### src/rtl/tmr_pkg.sv
package tmr_pkg;
    localparam int IDX_W     = 2;
    localparam int EN_LO_BIT = 0;
    localparam int EN_HI_BIT = 4;

    typedef enum logic [1:0] {
        ST_IDLE = 2'd0,
        ST_RUN  = 2'd1,
        ST_DONE = 2'd2
    } tmr_state_e;

    typedef enum logic [IDX_W-1:0] {
        RG_CTRL   = 2'd0,
        RG_START  = 2'd1,
        RG_FOLLOW = 2'd2,
        RG_COUNT  = 2'd3
    } tmr_reg_e;
endpackage

### src/rtl/tmr_regs.sv
module tmr_regs
    import tmr_pkg::*;
#(
    parameter int DW = 32
) (
    input  logic              clk,
    input  logic              rst,
    input  logic              cyc,
    input  logic              stb,
    input  logic              we,
    input  logic [IDX_W-1:0]  adr,
    input  logic [DW-1:0]     dat_w,
    input  logic [DW-1:0]     count_i,
    output logic              ack,
    output logic [DW-1:0]     dat_r,
    output logic              en_o,
    output logic [DW-1:0]     start_o,
    output logic [DW-1:0]     follow_o
);
    logic          ack_q;
    logic          en_lo_q, en_hi_q;
    logic [DW-1:0] start_q, follow_q, rd_mux, ctrl_rd;
    logic          req;
    tmr_reg_e      sel;

    assign req = cyc & stb & ~ack_q;
    assign sel = tmr_reg_e'(adr);

    always_comb begin
        ctrl_rd            = '0;
        ctrl_rd[EN_LO_BIT] = en_lo_q;
        ctrl_rd[EN_HI_BIT] = en_hi_q;
    end

    always_comb begin
        unique case (sel)
            RG_CTRL:   rd_mux = ctrl_rd;
            RG_START:  rd_mux = start_q;
            RG_FOLLOW: rd_mux = follow_q;
            RG_COUNT:  rd_mux = count_i;
            default:   rd_mux = '0;
        endcase
    end

    always_ff @(posedge clk) begin
        if (rst) begin
            ack_q    <= 1'b0;
            dat_r    <= '0;
            en_lo_q  <= 1'b0;
            en_hi_q  <= 1'b0;
            start_q  <= '0;
            follow_q <= '0;
        end else begin
            ack_q <= req;
            if (req) dat_r <= rd_mux;
            if (req && we) begin
                unique case (sel)
                    RG_CTRL: begin
                        en_lo_q <= dat_w[EN_LO_BIT];
                        en_hi_q <= dat_w[EN_HI_BIT];
                    end
                    RG_START:  start_q  <= dat_w;
                    RG_FOLLOW: follow_q <= dat_w;
                    default:   ;
                endcase
            end
        end
    end

    assign ack      = ack_q;
    assign en_o     = en_lo_q & en_hi_q;
    assign start_o  = start_q;
    assign follow_o = follow_q;
endmodule

### src/rtl/tmr_core.sv
module tmr_core
    import tmr_pkg::*;
#(
    parameter int DW = 32
) (
    input  logic          clk,
    input  logic          rst,
    input  logic          en,
    input  logic [DW-1:0] start_val,
    input  logic [DW-1:0] follow_val,
    output logic [DW-1:0] count_o,
    output tmr_state_e    state_o
);
    localparam logic [DW-1:0] ZERO = '0;
    localparam logic [DW-1:0] ONE  = DW'(1);

    tmr_state_e    state_q, state_d;
    logic [DW-1:0] cnt_q, cnt_d;

    always_comb begin
        state_d = state_q;
        cnt_d   = cnt_q;
        unique case (state_q)
            ST_IDLE: begin
                cnt_d = start_val;
                if (en) state_d = ST_RUN;
            end
            ST_RUN: begin
                if (!en) begin
                    state_d = ST_IDLE;
                    cnt_d   = start_val;
                end else if (cnt_q != ZERO) begin
                    cnt_d = cnt_q - ONE;
                end else if (follow_val != ZERO) begin
                    cnt_d = follow_val;
                end else begin
                    state_d = ST_DONE;
                end
            end
            ST_DONE: begin
                if (!en) begin
                    state_d = ST_IDLE;
                    cnt_d   = start_val;
                end
            end
            default: begin
                state_d = ST_IDLE;
                cnt_d   = start_val;
            end
        endcase
    end

    always_ff @(posedge clk) begin
        if (rst) state_q <= ST_IDLE;
        else     state_q <= state_d;
    end

    always_ff @(posedge clk) begin
        if (rst) cnt_q <= '0;
        else     cnt_q <= cnt_d;
    end

    assign count_o = cnt_q;
    assign state_o = state_q;
endmodule

### src/rtl/cdown_timer.sv
module cdown_timer
    import tmr_pkg::*;
#(
    parameter int DW = 32
) (
    input  logic             clk,
    input  logic             rst,
    input  logic             bus_cyc,
    input  logic             bus_stb,
    input  logic             bus_we,
    input  logic [IDX_W-1:0] bus_adr,
    input  logic [DW-1:0]    bus_dat_w,
    output logic             bus_ack,
    output logic [DW-1:0]    bus_dat_r
);
    logic          tmr_en;
    logic [DW-1:0] tmr_load, tmr_reload, tmr_cnt;
    tmr_state_e    tmr_state;

    tmr_regs #(.DW(DW)) u_regs (
        .clk      (clk),
        .rst      (rst),
        .cyc      (bus_cyc),
        .stb      (bus_stb),
        .we       (bus_we),
        .adr      (bus_adr),
        .dat_w    (bus_dat_w),
        .count_i  (tmr_cnt),
        .ack      (bus_ack),
        .dat_r    (bus_dat_r),
        .en_o     (tmr_en),
        .start_o  (tmr_load),
        .follow_o (tmr_reload)
    );

    tmr_core #(.DW(DW)) u_core (
        .clk        (clk),
        .rst        (rst),
        .en         (tmr_en),
        .start_val  (tmr_load),
        .follow_val (tmr_reload),
        .count_o    (tmr_cnt),
        .state_o    (tmr_state)
    );
endmodule

### config.mk
export PLATFORM = sky130hd
export DESIGN_NAME = cdown_timer
export DESIGN_NICKNAME = d
export VERILOG_FILES = /design/src/rtl/tmr_pkg.sv /design/src/rtl/tmr_regs.sv /design/src/rtl/tmr_core.sv /design/src/rtl/cdown_timer.sv
export SDC_FILE = /design/constraint.sdc
export NUM_CORES = 1
export LEC_CHECK = 0
export ABC_AREA = 1
export BUFFER_PORTS_ARGS = -buffer_cell sky130_fd_sc_hd__buf_2
export CAP_MARGIN = 20
export CELL_PAD_IN_SITES_DETAIL_PLACEMENT = 1
export CELL_PAD_IN_SITES_GLOBAL_PLACEMENT = 2
export CORE_MARGIN = 3
export CORE_UTILIZATION = 29
export CTS_CLUSTER_SIZE = 20
export DETAILED_ROUTE_END_ITERATION = 6
export PLACE_DENSITY_LB_ADDON = 0.2
export SYNTH_ARGS = -nofsm -noshare
export SYNTH_HDL_FRONTEND = slang
export SYNTH_SLANG_ARGS = --single-unit
export TNS_END_PERCENT = 20
### constraint.sdc
create_clock -name clk -period 1.65 [get_ports clk]
set_input_delay 0.0825 -clock clk [delete_from_list [all_inputs] [get_ports clk]]
set_output_delay 0.0825 -clock clk [all_outputs]
set_load 0.02 [all_outputs]
== Yosys cells after proc, flatten, opt, wreduce, memory -nomap -nowiden ==
Cells that the tools add are included.

* Add/sub/neg operators: 1
* Multipliers: 0
* Div/mod/pow operators: 0
* Order comparisons: 0
* Equal/unequal tests: 10
* Shift operators: 0
* Muxes and demuxes: 12
* Bitwise operators: 4
* Reductions and logical operators: 10

{| class="wikitable"
|+ Operators by type and width
! kind !! number
|-
| 32-bit 2-to-1 mux || 4
|-
| 32-bit one-hot mux with 4 select lines || 1
|-
| 32-bit one-hot mux with 2 select lines || 1
|-
| 32-bit nonzero test || 2
|-
| 32-bit by 1-bit subtractor with 32-bit output (second input constant) || 1
|-
| 2-bit 2-to-1 mux || 5
|-
| 2-bit AND reduction || 4
|-
| 2-bit equality test (second input constant) || 3
|-
| 3-bit inequality test (second input constant) || 2
|-
| 2-bit one-hot mux with 3 select lines || 1
|-
| 2-bit by 1-bit equality test with 1-bit output (second input constant) || 2
|-
| 2-bit logical NOT || 2
|-
| 4-bit inequality test (second input constant) || 1
|-
| 4-bit AND reduction || 1
|-
| 1-bit bitwise AND || 3
|-
| 2-bit by 1-bit inequality test with 1-bit output (second input constant) || 1
|-
| 2-bit inequality test (second input constant) || 1
|-
| 1-bit logical AND || 1
|-
| 1-bit NOT || 1
|}

* Register bits: 133
* Latch bits: 0
* RAM bits: 0
* Memory bits (read-only): 0
* Input port bits: 39
* Output and inout port bits: 33
* Logic and storage cells: 45
* Memories kept: 0

== Longest topological paths before layout ==
Gate-level depths: netlist of the first run.

* Word-level depth: 5
* Mapped depth: 12

== Modules after synthesis ==
Synthesis of the first run repeated with hierarchy kept, for this count alone.

* Cells, all modules: 1,269
* Area, all modules: 7,702.4 µm²

{| class="wikitable"
|+ By module, submodules not included
! module !! times used !! cells each !! area an instance (µm²) !! sequential area each (µm²)
|-
| tmr_regs || 1 || 597 || 4,224.1 || 1,981.9
|-
| tmr_core || 1 || 672 || 3,478.3 || 680.7
|}

== Worst setup path after synthesis of the first run ==
OpenSTA, ideal clock, no wires.

* Path type: flip-flop to flip-flop
* Start point: register u_core.cnt_q[0], in the netlist u_core.count_o[0]
* End point: register u_core.cnt_q[30], in the netlist u_core.count_o[30]
* Setup time: 114 ps
* Data arrival time: 1,499 ps
* Data required time: 1,536 ps
* Path slack: 37 ps
* Stages on the path, launching flop included: 13
* Path buffers: 1
* Path through: dfxtp_1 inv_1 ha_1 nand2_1 nor2_1 nand3_1 nor2_4 nand3_4 nand2_4 buf_6 nand2_1 nand2_1 nor2_1

* Longest elaborated chain between the ends: 4
* Elaborated cells on any way between the ends: 7
* Classes of those cells: add/sub: 1; eq/ne: 1; mux: 3; reduce/logical: 2

{| class="wikitable"
|+ RTL lines
! what !! RTL line !! text
|-
| start: declaration || tmr_core.sv:18 || <nowiki>logic [DW-1:0] cnt_q, cnt_d;</nowiki>
|-
| start signal: assignment || tmr_core.sv:60 || <nowiki>else cnt_q <= cnt_d;</nowiki>
|-
| 32-bit by 1-bit subtractor with 32-bit output / 32-bit nonzero test (equally long branches) || tmr_core.sv:33, tmr_core.sv:32 ||
|-
| 32-bit 2-to-1 mux || tmr_core.sv:32 || <nowiki>end else if (cnt_q != ZERO) begin</nowiki>
|-
| 32-bit 2-to-1 mux || tmr_core.sv:29 || <nowiki>if (!en) begin</nowiki>
|-
| 32-bit one-hot mux with 2 select lines || tmr_core.sv:23 || <nowiki>unique case (state_q)</nowiki>
|}

Several ways; a longest one is shown, not always the timed one.
A chain may end at the register's enable or synchronous reset.

== Final worst setup path of the first run ==
* Start point: register u_core.cnt_q[1], in the netlist u_core.count_o[1]
* End point: register u_core.cnt_q[31], in the netlist u_core.count_o[31]

Same word-level chain as after synthesis.

==> results of run 1 <==
[routing by layer]
layer,vias up,GRT usage [%],share of wire (%)
li1,4099,-,-
met1,3991,36.7,53
met2,158,34.6,42
met3,20,2.62,3.6
met4,0,4.27,0.99
met5,-,0,0
[where the power goes]
part	internal (mW)	switching [mW]
Combinational	0.666	0.933
Clock	2.18	1.80
Sequential	3.26	0.0352
[cell families (layout without fill, tap and decap cells)]
logic type | count (synthesis) | after routing
xor gates and xnor gates | 9 | 9
buffers and inverters | 163 | 397
AOI/OAI and AO/OA | 212 | 212
adders and majority gates | 2 | 2
and+or+nand+nor | 623 | 623
DFF | 133 | 133
[flip-flops by register name (all words and copies together) (netlist names)]
signal           cells
u_core.count_o      32
u_regs.dat_r        32
u_regs.follow_o     32
u_regs.start_o      32
u_core.state_o       2
u_regs.ack           1
u_regs.en_hi_q       1
u_regs.en_lo_q       1
[critical path, stage by stage (launching register included)]
cell and delay [ns]:
dfxtp_4 0.36, inv_4 0.08, ha_4 0.16, nand2_4 0.06, nor2_4 0.10, nand3_2 0.11, nor2_4 0.15, buf_4 0.13
buf_6 0.13, nand2_1 0.06, nand2_1 0.07, inv_1 0.05, a21oi_2 0.17, nor2_1 0.06
[synth_stat cells, types with 2 or more instances]
master and number:
nor2_2 11, buf_6 2, nand3_1 65, nand4_1 7
clkinv_1 2, ha_1 2, inv_1 102, nand2_2 2
nor3_1 2, o21ai_1 3, a21oi_1 85, xor2_1 8
buf_2 9, clkbuf_1 45, o221ai_1 20, dfxtp_1 133
nand2_1 316, o21ai_0 89, nor2_1 215, o211ai_1 8
o22ai_1 6
[repair_timing]
item | in CTS | in global routing
hold buffers | 32 | 0
buffers inserted | 6 | 7
gates cloned | 1 | 1
pin swaps | 16 | 29
setup endpoints to repair | 34 | 40
endpoints found under the hold margin | 59 | 0
gates resized for setup | 43 | 76
[worst min path at each step]
stage	to	from	cells past startpoint	slack [ns]
floorplan	u_regs.en_hi_q	bus_dat_w[4]	2	0.22
global placement	u_regs.start_o[29]	bus_dat_w[29]	3	0.33
detailed placement	u_regs.start_o[27]	bus_dat_w[27]	3	0.34
CTS	u_core.state_o[1]	rst	2	0.04
global route	u_core.state_o[1]	rst	2	0.05
finish	u_core.state_o[1]	rst	2	0.06
[cell type report]
type                       instances  area, sq um  share of cell area, %
clock inverter                    15          181                   1.79
clock buffer                      17          425                   4.19
inverter                         105          399                   3.94
sequential                       133         2680                   26.4
timing repair buffer             260         2010                   19.8
multi-input combinational        846         4050                   39.9
tap                              319          399                   3.94
[per-stage QoR]
stage / hold WS [ns] / std cells / cell area (sq um) / utilization, %
floorplan: 0.217 / 1142 / 7090 / -
global placement: 0.327 / 1616 / 8780 / 36.9
detailed placement: 0.336 / 1616 / 8780 / 36.9
CTS: 0.0409 / 1687 / 9870 / 41.6
global route: 0.0531 / 1695 / 10100 / 42.7
finish: 0.0594 / 1695 / 10100 / 42.7
==> flow_metrics.py, run 1 <==
metrics = {
    "critical_path": {
        "r2r_setup_slack_ns": -0.14,
        "cp.arrival_ns": 2.11,
        "critPathKind": "register to register",
        "crit_path_end_kind": "register",
        "startpoint": "u_core.count_o[1]",
        "cp.required_ns": 1.98,
        "path_max_fanout": 5,
        "r2r_cells": 13,
        "r2r-start": "u_core.count_o[1]",
        "crit_path_end": "u_core.count_o[31]",
        "cp-start-kind": "register",
        "reg2reg_to": "u_core.count_o[31]",
    },
    "yosys": {
        "synthMuxAreaShare_pct": 0,
        "netlist.area_leader.share_pct": 37.6,
        "synth_top_cell_by_area": "dfxtp_1",
        "ys_seq_elements": 133,
        "async_flop_share_pct": 0,
        "synthesis.instances": 1142,
        "synth_flop_cell": "dfxtp_1",
        "synth_edf_count": 0,
        "yosys_warnings": 0,
        "synth_nets": 1183,
        "synth_cell_types": 31,
        "synth_top_family_by_area": "simple AND/OR/NAND/NOR gates",
        "synth_compound_area_share_pct": 16.6,
        "synth-xor-area-share_pct": 1.11,
        "avgSynthCellArea_sq_um": 6.21,
        "ys_seq_area_share_pct": 37.6,
        "synthAdderAreaFrac_pct": 0.353,
        "yosys.area_share.simple_pct": 35.4,
        "synthTopCellsByArea": "dfxtp_1 38%, nand2_1 17%, nor2_1 11%",
        "synth_area_sq_um": 7090,
    },
    "placed_design": {
        "post-dp-hpwl_um": 23500,
        "place_congestion": 0.884,
        "place_ws_ns": -0.324,
        "io_buffers": 71,
    },
    "die": {
        "fp.dieW_um": 162,
        "start_util_pct": 29.8,
        "die_area_sq_um": 26400,
        "row_count": 56,
        "ios": 72,
        "dieHeight_um": 162,
        "coreArea_sq_um": 23800,
    },
    "sta": {
        "hold_violations": 0,
        "min_period_ns": 1.79,
        "tns_ns": -2.33,
        "fin_crit_sh_pct": 108,
        "worst_slew_pin_slew_ns": 0.512,
        "finClkSkew_ns": 0.0144,
        "timing.final.ws_setup_ns": -0.137,
        "rsz0062_at_grt": "yes",
        "slew_headroom_pct": 65.8,
        "clock.fmax_mhz": 560,
        "drv_slew": 0,
        "setup_viol": 31,
    },
    "clock_tree": {
        "clk_pin_slew_ns": 0.08,
        "cts_sinks": 133,
        "worstSkewPairLatency_ns": 0.43,
        "cts_tree": "built",
        "root_buffer": "clkbuf_16",
        "cts_buffer_depth": 2,
        "htree_levels": 4,
        "cts_buffers": 17,
    },
    "final_layout": {
        "layout_commonest_cell": "nand2_1",
        "drive_above_1_share_pct": 25.9,
        "antenna_cells": 0,
        "fillers": 3074,
        "area_growth_pct": 43.1,
        "layout_common_cells": "300 x nand2_1, 184 x nor2_1, 137 x buf_4",
        "final_nets": 1404,
    },
    "routing": {
        "drc": 0,
        "dr.pass1.iters": 5,
        "drt_iter0_drc": 488,
        "ant_nets": 0,
        "via_per_inst": 4.88,
        "wire_per_inst_um": 18.2,
        "vias": 8268,
        "wl_um": 30800,
    },
    "global_route": {
        "track_usage_pct": 23.4,
        "grt_max_degree": 69,
        "grt_pass1_vias": 8189,
        "overflow": 0,
        "antenna_found_initial": 1,
        "grt_pass1_wl_um": 47700,
    },
    "outcome": {
        "violations": "setup timing",
        "status": "finished, violations left",
    },
    "pwr": {
        "peakVddDrop_v": 0.000700,
        "cellLeakagePower_nw": 4.80,
        "powerDensity_nw_per_um2": 874,
        "power_mw": 8.87,
    },
    "min_path": {
        "hold_path.class": "input port to register",
    },
    "flow_run": {
        "drv_cap": 0,
    },
}
No activity file was read; power rests on OpenSTA's default activity.
==> run 2, diff against run 1 <==
--- a/config.mk
+++ b/config.mk
@@ -5,16 +5,16 @@
 export SDC_FILE = /design/constraint.sdc
 export NUM_CORES = 1
 export LEC_CHECK = 0
-export ABC_AREA = 1
 export BUFFER_PORTS_ARGS = -buffer_cell sky130_fd_sc_hd__buf_2
 export CAP_MARGIN = 20
 export CELL_PAD_IN_SITES_DETAIL_PLACEMENT = 1
 export CELL_PAD_IN_SITES_GLOBAL_PLACEMENT = 2
 export CORE_MARGIN = 3
-export CORE_UTILIZATION = 29
+export CORE_UTILIZATION = 30
 export CTS_CLUSTER_SIZE = 20
 export DETAILED_ROUTE_END_ITERATION = 6
 export PLACE_DENSITY_LB_ADDON = 0.2
+export SKIP_CTS_REPAIR_TIMING = 1
 export SYNTH_ARGS = -nofsm -noshare
 export SYNTH_HDL_FRONTEND = slang
 export SYNTH_SLANG_ARGS = --single-unit
==> flow_metrics.py, run 2 <==
metrics = {
    "outcome": {
        "status": "finished, violations left",
        "violations": "setup timing",
    },
    "global_route": {
        "antenna_found_initial": 0,
        "grt_pass1_vias": 7510,
        "overflow": 0,
        "grt_max_degree": 39,
        "track_usage_pct": 20.9,
        "grt_pass1_wl_um": 40700,
    },
    "critical_path": {
        "cp_slowest_cell": "dfxtp_1",
        "cp-start-kind": "register",
        "path_max_fanout": 17,
        "cp.required_ns": 2.03,
        "crit_path_end_kind": "register",
        "critPathKind": "register to register",
        "r2r_cells": 10,
        "cpPeakStageDelay_ns": 0.32,
        "cp.arrival_ns": 2.60,
        "path_cells": "inv_2 > ha_1 > nor4b_4 > nand4_1 > nor3_4 > buf_4 > buf_12 > nand2_1 > a311oi_2 > o21a_1",
    },
    "sta": {
        "hold_violations": 0,
        "rsz0062_at_grt": "yes",
        "finClkSkew_ns": 0.0177,
        "worst_slew_pin_slew_ns": 0.455,
        "drv_slew": 0,
        "min_period_ns": 2.22,
        "fin_crit_sh_pct": 135,
        "timing.final.ws_setup_ns": -0.573,
        "setup_viol": 34,
        "slew_headroom_pct": 69.7,
        "hold_slack_ns": 0.0694,
        "clock.fmax_mhz": 450,
    },
    "routing": {
        "drc": 0,
        "wl_um": 25600,
        "dr.pass1.iters": 4,
        "via_per_inst": 5.31,
        "drt_iter0_drc": 346,
        "vias": 7123,
        "wire_per_inst_um": 19.1,
        "ant_nets": 0,
    },
    "clock_tree": {
        "cts_buffer_depth": 2,
        "cts_tree": "built",
        "root_buffer": "clkbuf_16",
        "htree_levels": 4,
        "worstSkewPairLatency_ns": 0.44,
        "clk_pin_slew_ns": 0.06,
        "cts_buffers": 17,
        "cts_sinks": 133,
    },
    "final_layout": {
        "area_growth_pct": 45.0,
        "drive_above_1_share_pct": 34.6,
        "multi_input_area_sq_um": 3990,
        "final-seq-area_sq_um": 2670,
        "fillers": 2556,
        "final_nets": 1089,
        "fin_area_sq_um": 9720,
        "antenna_cells": 0,
        "layout_commonest_cell": "nand2_1",
        "layout_common_cells": "172 x nand2_1, 147 x buf_4, 128 x dfxtp_1",
    },
    "pwr": {
        "peakVddDrop_v": 0.000682,
        "clkPwrFrac_pct": 47.6,
        "power_frac_seq_pct": 39.3,
        "power_switching_mw": 2.24,
        "powerDensity_nw_per_um2": 871,
        "combPwrFrac_pct": 13.1,
        "p_int_mw": 6.22,
        "p_sw_share_pct": 26.5,
        "cellLeakagePower_nw": 3.99,
    },
    "yosys": {
        "synth.most_common_cell": "nand2_1",
        "ys_seq_elements": 133,
        "synthMuxAreaShare_pct": 6.31,
        "synth_top_cells_by_count": "172 x nand2_1, 133 x dfxtp_1, 96 x nor2_1",
        "synth_top_cell_by_area": "dfxtp_1",
        "synthAdderAreaFrac_pct": 0.373,
        "synth-xor-area-share_pct": 1.96,
        "synthTopCellsByArea": "dfxtp_1 40%, nand2_1 9.6%, a21oi_1 5.8%",
        "synth_area_sq_um": 6710,
        "synthesis.instances": 839,
        "yosys_warnings": 0,
        "yosys.area_share.simple_pct": 27.2,
        "netlist.area_leader.share_pct": 39.7,
        "synth_compound_area_share_pct": 19.4,
        "avgSynthCellArea_sq_um": 7.99,
        "synth_top_family_by_area": "simple AND/OR/NAND/NOR gates",
        "synth_cell_types": 63,
        "async_flop_share_pct": 0,
        "synth_edf_count": 0,
        "ys_seq_area_share_pct": 39.7,
        "synth_flop_cell": "dfxtp_1",
        "synth_nets": 880,
    },
    "die": {
        "coreArea_sq_um": 21900,
        "start_util_pct": 30.6,
        "ios": 72,
        "row_count": 54,
        "die_area_sq_um": 24200,
        "fp.dieW_um": 156,
        "dieHeight_um": 156,
    },
    "placed_design": {
        "post-dp-hpwl_um": 17800,
        "place_congestion": 0.873,
        "io_buffers": 71,
        "place_area_sq_um": 8450,
    },
    "flow_run": {
        "drv_cap": 0,
    },
    "min_path": {
        "whs_path_depth": 2,
        "hold_path.class": "input port to register",
    },
}
==> run 2: cell types whose count changed after synthesis, moves of 13 or more <==
cell	delta
a221oi_1	+31
clkbuf_1	+16
inv_1	-95
mux2_2	+30
nand2_1	-144
nand3_1	-54
nor2_1	-119
nor3_1	+41
nor4_1	+13
o21ai_0	-85
o221ai_1	-20
==> run 2: cells by family (layout without fill, tap and decap cells) <==
family,after synthesis,in the layout
compound gates,184,184
mux,36,36
simple gates,387,387
buf+inv,82,304
xor+xnor,15,15
flops,133,133
fa+ha+maj,2,2
==> run 2: power groups by stage <==
stage	sequential, mW	combinational (mW)	clock, mW
floorplan	3.45	0.513	0
global placement	3.39	0.961	0
detailed placement	3.39	0.979	0
CTS	3.32	0.989	4.12
global route	3.33	1.21	4.26
finish	3.32	1.11	4.03
==> run 2: per-layer routing <==
| metal | vias to the layer above | routed length [um] | share of wire, % | GRT usage, % |
|---|---|---|---|---|
| met5 | - | 0 | 0 | 0 |
| met4 | 0 | 357 | 1.4 | 5.92 |
| met3 | 30 | 722 | 2.8 | 3.67 |
| met2 | 120 | 12600 | 49 | 36.2 |
| met1 | 3543 | 11900 | 46 | 26.6 |
| li1 | 3430 | - | - | - |
==> run 2: metrics by stage <==
step / utilization (%) / power (mW) / TNS [ns] / worst slack, ns / cells
detailed placement: 38.6 / 4.37 / -17.45 / -0.669 / 1260
global placement: 38.6 / 4.35 / -15.12 / -0.540 / 1260
CTS: 41.4 / 8.43 / -18.58 / -0.680 / 1292
floorplan: - / 3.96 / -14.21 / -0.371 / 839
finish: 44.4 / 8.46 / -15.50 / -0.573 / 1341
global route: 44.4 / 8.79 / -20.45 / -0.742 / 1341
==> run 2: cell type report <==
cell class,count,area share (%)
clock inverter,11,1.54
timing repair buffer,265,21.3
sequential,133,27.5
clock buffer,21,4.74
tap,280,3.60
multi-input combinational,624,41.1
inverter,7,0.270
==> run 2: critical path: cells and delay by family (launching register included) <==
family / cells / cell delay [ns]
AO/OA/AOI/OAI: 2 / 0.45
adder cells (fa/ha/maj): 1 / 0.15
buffers and inverters: 3 / 0.42
flip-flops: 1 / 0.32
AND/OR/NAND/NOR: 4 / 0.84
==> run 2: path summary, 6_finish.rpt <==
kind                                        start                  to  slack (ns)
worst max-delay path            u_core.count_o[1]  u_core.count_o[25]       -0.57
worst min-delay path                          rst  u_core.count_o[23]        0.07
worst max register to register  u_core.count_o[1]  u_core.count_o[25]       -0.57
worst min register to register    u_regs.dat_r[4]     u_regs.dat_r[4]        0.45
==> run 3, diff against run 2 <==
--- a/config.mk
+++ b/config.mk
@@ -14,7 +14,7 @@
 export CTS_CLUSTER_SIZE = 20
 export DETAILED_ROUTE_END_ITERATION = 6
 export PLACE_DENSITY_LB_ADDON = 0.2
-export SKIP_CTS_REPAIR_TIMING = 1
+export SETUP_SLACK_MARGIN = 0.05
 export SYNTH_ARGS = -nofsm -noshare
 export SYNTH_HDL_FRONTEND = slang
 export SYNTH_SLANG_ARGS = --single-unit
==> flow_metrics.py, run 3 (synthesized netlist as in run 2, its figures left out) <==
metrics = {
    "die": {
        "start_util_pct": 30.6,
        "coreArea_sq_um": 21900,
        "ios": 72,
        "row_count": 54,
        "die_area_sq_um": 24200,
        "dieHeight_um": 156,
        "fp.dieW_um": 156,
    },
    "sta": {
        "worst_slew_pin_slew_ns": 0.428,
        "tns_ns": -13.78,
        "clock.fmax_mhz": 466,
        "min_period_ns": 2.15,
        "hold_violations": 0,
        "setup_viol": 34,
        "rsz0062_at_grt": "yes",
        "timing.final.ws_setup_ns": -0.496,
        "drv_slew": 0,
        "finClkSkew_ns": 0.0115,
        "slew_headroom_pct": 71.5,
        "fin_crit_sh_pct": 130,
    },
    "final_layout": {
        "antenna_cells": 0,
        "layout_common_cells": "172 x nand2_1, 140 x buf_4, 127 x dfxtp_1",
        "drive_above_1_share_pct": 34.9,
        "instances_no_fill": 1334,
        "final_nets": 1082,
        "layout_commonest_cell": "nand2_1",
        "area_growth_pct": 44.3,
        "fillers": 2552,
    },
    "routing": {
        "drc": 0,
        "dr.pass1.iters": 5,
        "wire_per_inst_um": 19.4,
        "wl_um": 25900,
        "via_per_inst": 5.37,
        "drt_iter0_drc": 369,
        "ant_nets": 0,
        "vias": 7169,
    },
    "flow_run": {
        "drv_cap": 0,
    },
    "clock_tree": {
        "root_buffer": "clkbuf_16",
        "cts_buffer_depth": 2,
        "worstSkewPairLatency_ns": 0.43,
        "cts_tree": "built",
        "cts_buffers": 17,
        "clk_pin_slew_ns": 0.06,
        "cts_sinks": 133,
        "htree_levels": 4,
    },
    "pwr": {
        "powerDensity_nw_per_um2": 878,
        "peakVddDrop_v": 0.000681,
        "cellLeakagePower_nw": 3.95,
    },
    "min_path": {
        "hold_end": "u_core.count_o[23]",
        "hold_start": "rst",
        "whs_path_depth": 2,
        "hold_path.class": "input port to register",
    },
    "outcome": {
        "status": "finished, violations left",
        "violations": "setup timing",
    },
    "critical_path": {
        "path_max_fanout": 17,
        "r2r-start": "u_core.count_o[1]",
        "crit_buf_inv": 3,
        "cpPeakStageDelay_ns": 0.32,
        "cp_slowest_cell": "dfxtp_2",
        "cp.required_ns": 2.02,
        "cp-start-kind": "register",
        "critPathKind": "register to register",
        "r2r_cells": 10,
        "r2r_setup_slack_ns": -0.50,
        "cp.arrival_ns": 2.52,
        "cp_top_family": "simple AND/OR/NAND/NOR gates",
        "crit_path_end_kind": "register",
        "reg2reg_to": "u_core.count_o[25]",
        "path_cells": "inv_2 > ha_1 > nor4b_4 > nand4_1 > nor3_4 > buf_6 > buf_12 > nand2_1 > a311oi_2 > o21a_1",
    },
    "global_route": {
        "grt_pass1_vias": 7715,
        "grt_pass1_wl_um": 41800,
        "track_usage_pct": 21.5,
        "antenna_found_initial": 0,
        "overflow": 0,
        "grt_max_degree": 39,
    },
    "placed_design": {
        "io_buffers": 71,
        "place_congestion": 0.873,
        "place_ws_ns": -0.669,
        "post-place-cells": 1260,
        "post-dp-hpwl_um": 17800,
    },
}
-- run 3: cell types whose count changed in the layout (fill, tap and decap cells not counted), moves of 2 or more --
cell	previous run	this run
or4_1	2	0
and4_2	0	2
and4_4	2	0
nor3_2	11	13
nor2_2	7	9
buf_4	147	140
or4_4	2	4
nor3_1	41	39
-- run 3: worst reg2reg max path: cells and delay by family, from the launching register on --
| family | cells | cell delay [ns] |
|---|---|---|
| compound gates | 2 | 0.45 |
| fa+ha+maj | 1 | 0.15 |
| buf+inv | 3 | 0.39 |
| flops | 1 | 0.32 |
| simple gates | 4 | 0.78 |
-- run 3: power breakdown --
group	leakage [nW]	internal, mW	switching [mW]
Combinational	2.58	0.485	0.641
Clock	0.294	2.47	1.59
Sequential	1.08	3.28	0.0419
Total	3.95	6.23	2.27
-- run 3: final cells by class --
cell class	count	area, sq um	area share [%]
Multi-Input combinational cell	624	4010	41.5
Sequential cell	133	2670	27.6
Timing Repair Buffer	258	2010	20.7
Clock buffer	21	460	4.76
Tap cell	280	350	3.62
Clock inverter	11	150	1.55
Inverter	7	26.3	0.271
-- run 3: through the flow --
stage          hold slack [ns]  area, sq um  power [mW]  utilization (%)
4_1_cts                 0.0554         9610        8.56             43.9
5_1_grt                 0.0680         9680        8.83             44.2
3_3_place_gp             0.336         8450        4.35             38.6
3_5_place_dp             0.341         8450        4.37             38.6
2_1_floorplan            0.218         6860        3.96                -
6_report                0.0792         9680        8.50             44.2
-- run 3: timing repair --
item,CTS,global route
hold buffers,32,0
endpoints found under the setup margin,34,34
hold endpoints to repair,66,0
resized for setup,36,16
pin swaps,12,4
buffers inserted,9,1
-- run 3: worst max-delay path by stage --
stage / start / endpoint / slack (ns) / depth (start not counted)
floorplan: u_core.count_o[5] / u_core.count_o[27] / -0.37 / 8
global placement: u_core.count_o[1] / u_core.count_o[28] / -0.54 / 9
detailed placement: u_core.count_o[1] / u_core.count_o[17] / -0.67 / 9
CTS: u_core.count_o[4] / u_core.count_o[22] / -0.42 / 9
global route: u_core.count_o[1] / u_core.count_o[25] / -0.61 / 10
finish: u_core.count_o[1] / u_core.count_o[25] / -0.50 / 10
-- run 3: per-layer routing --
layer / part of all wire [%] / vias to the layer above / GRT usage, % / wire (um)
li1: - / 3418 / - / -
met1: 46 / 3581 / 27.1 / 11800
met2: 50 / 133 / 37.7 / 12800
met3: 3.1 / 37 / 3.56 / 792
met4: 1.8 / 0 / 6.25 / 460
met5: 0 / - / 0 / 0
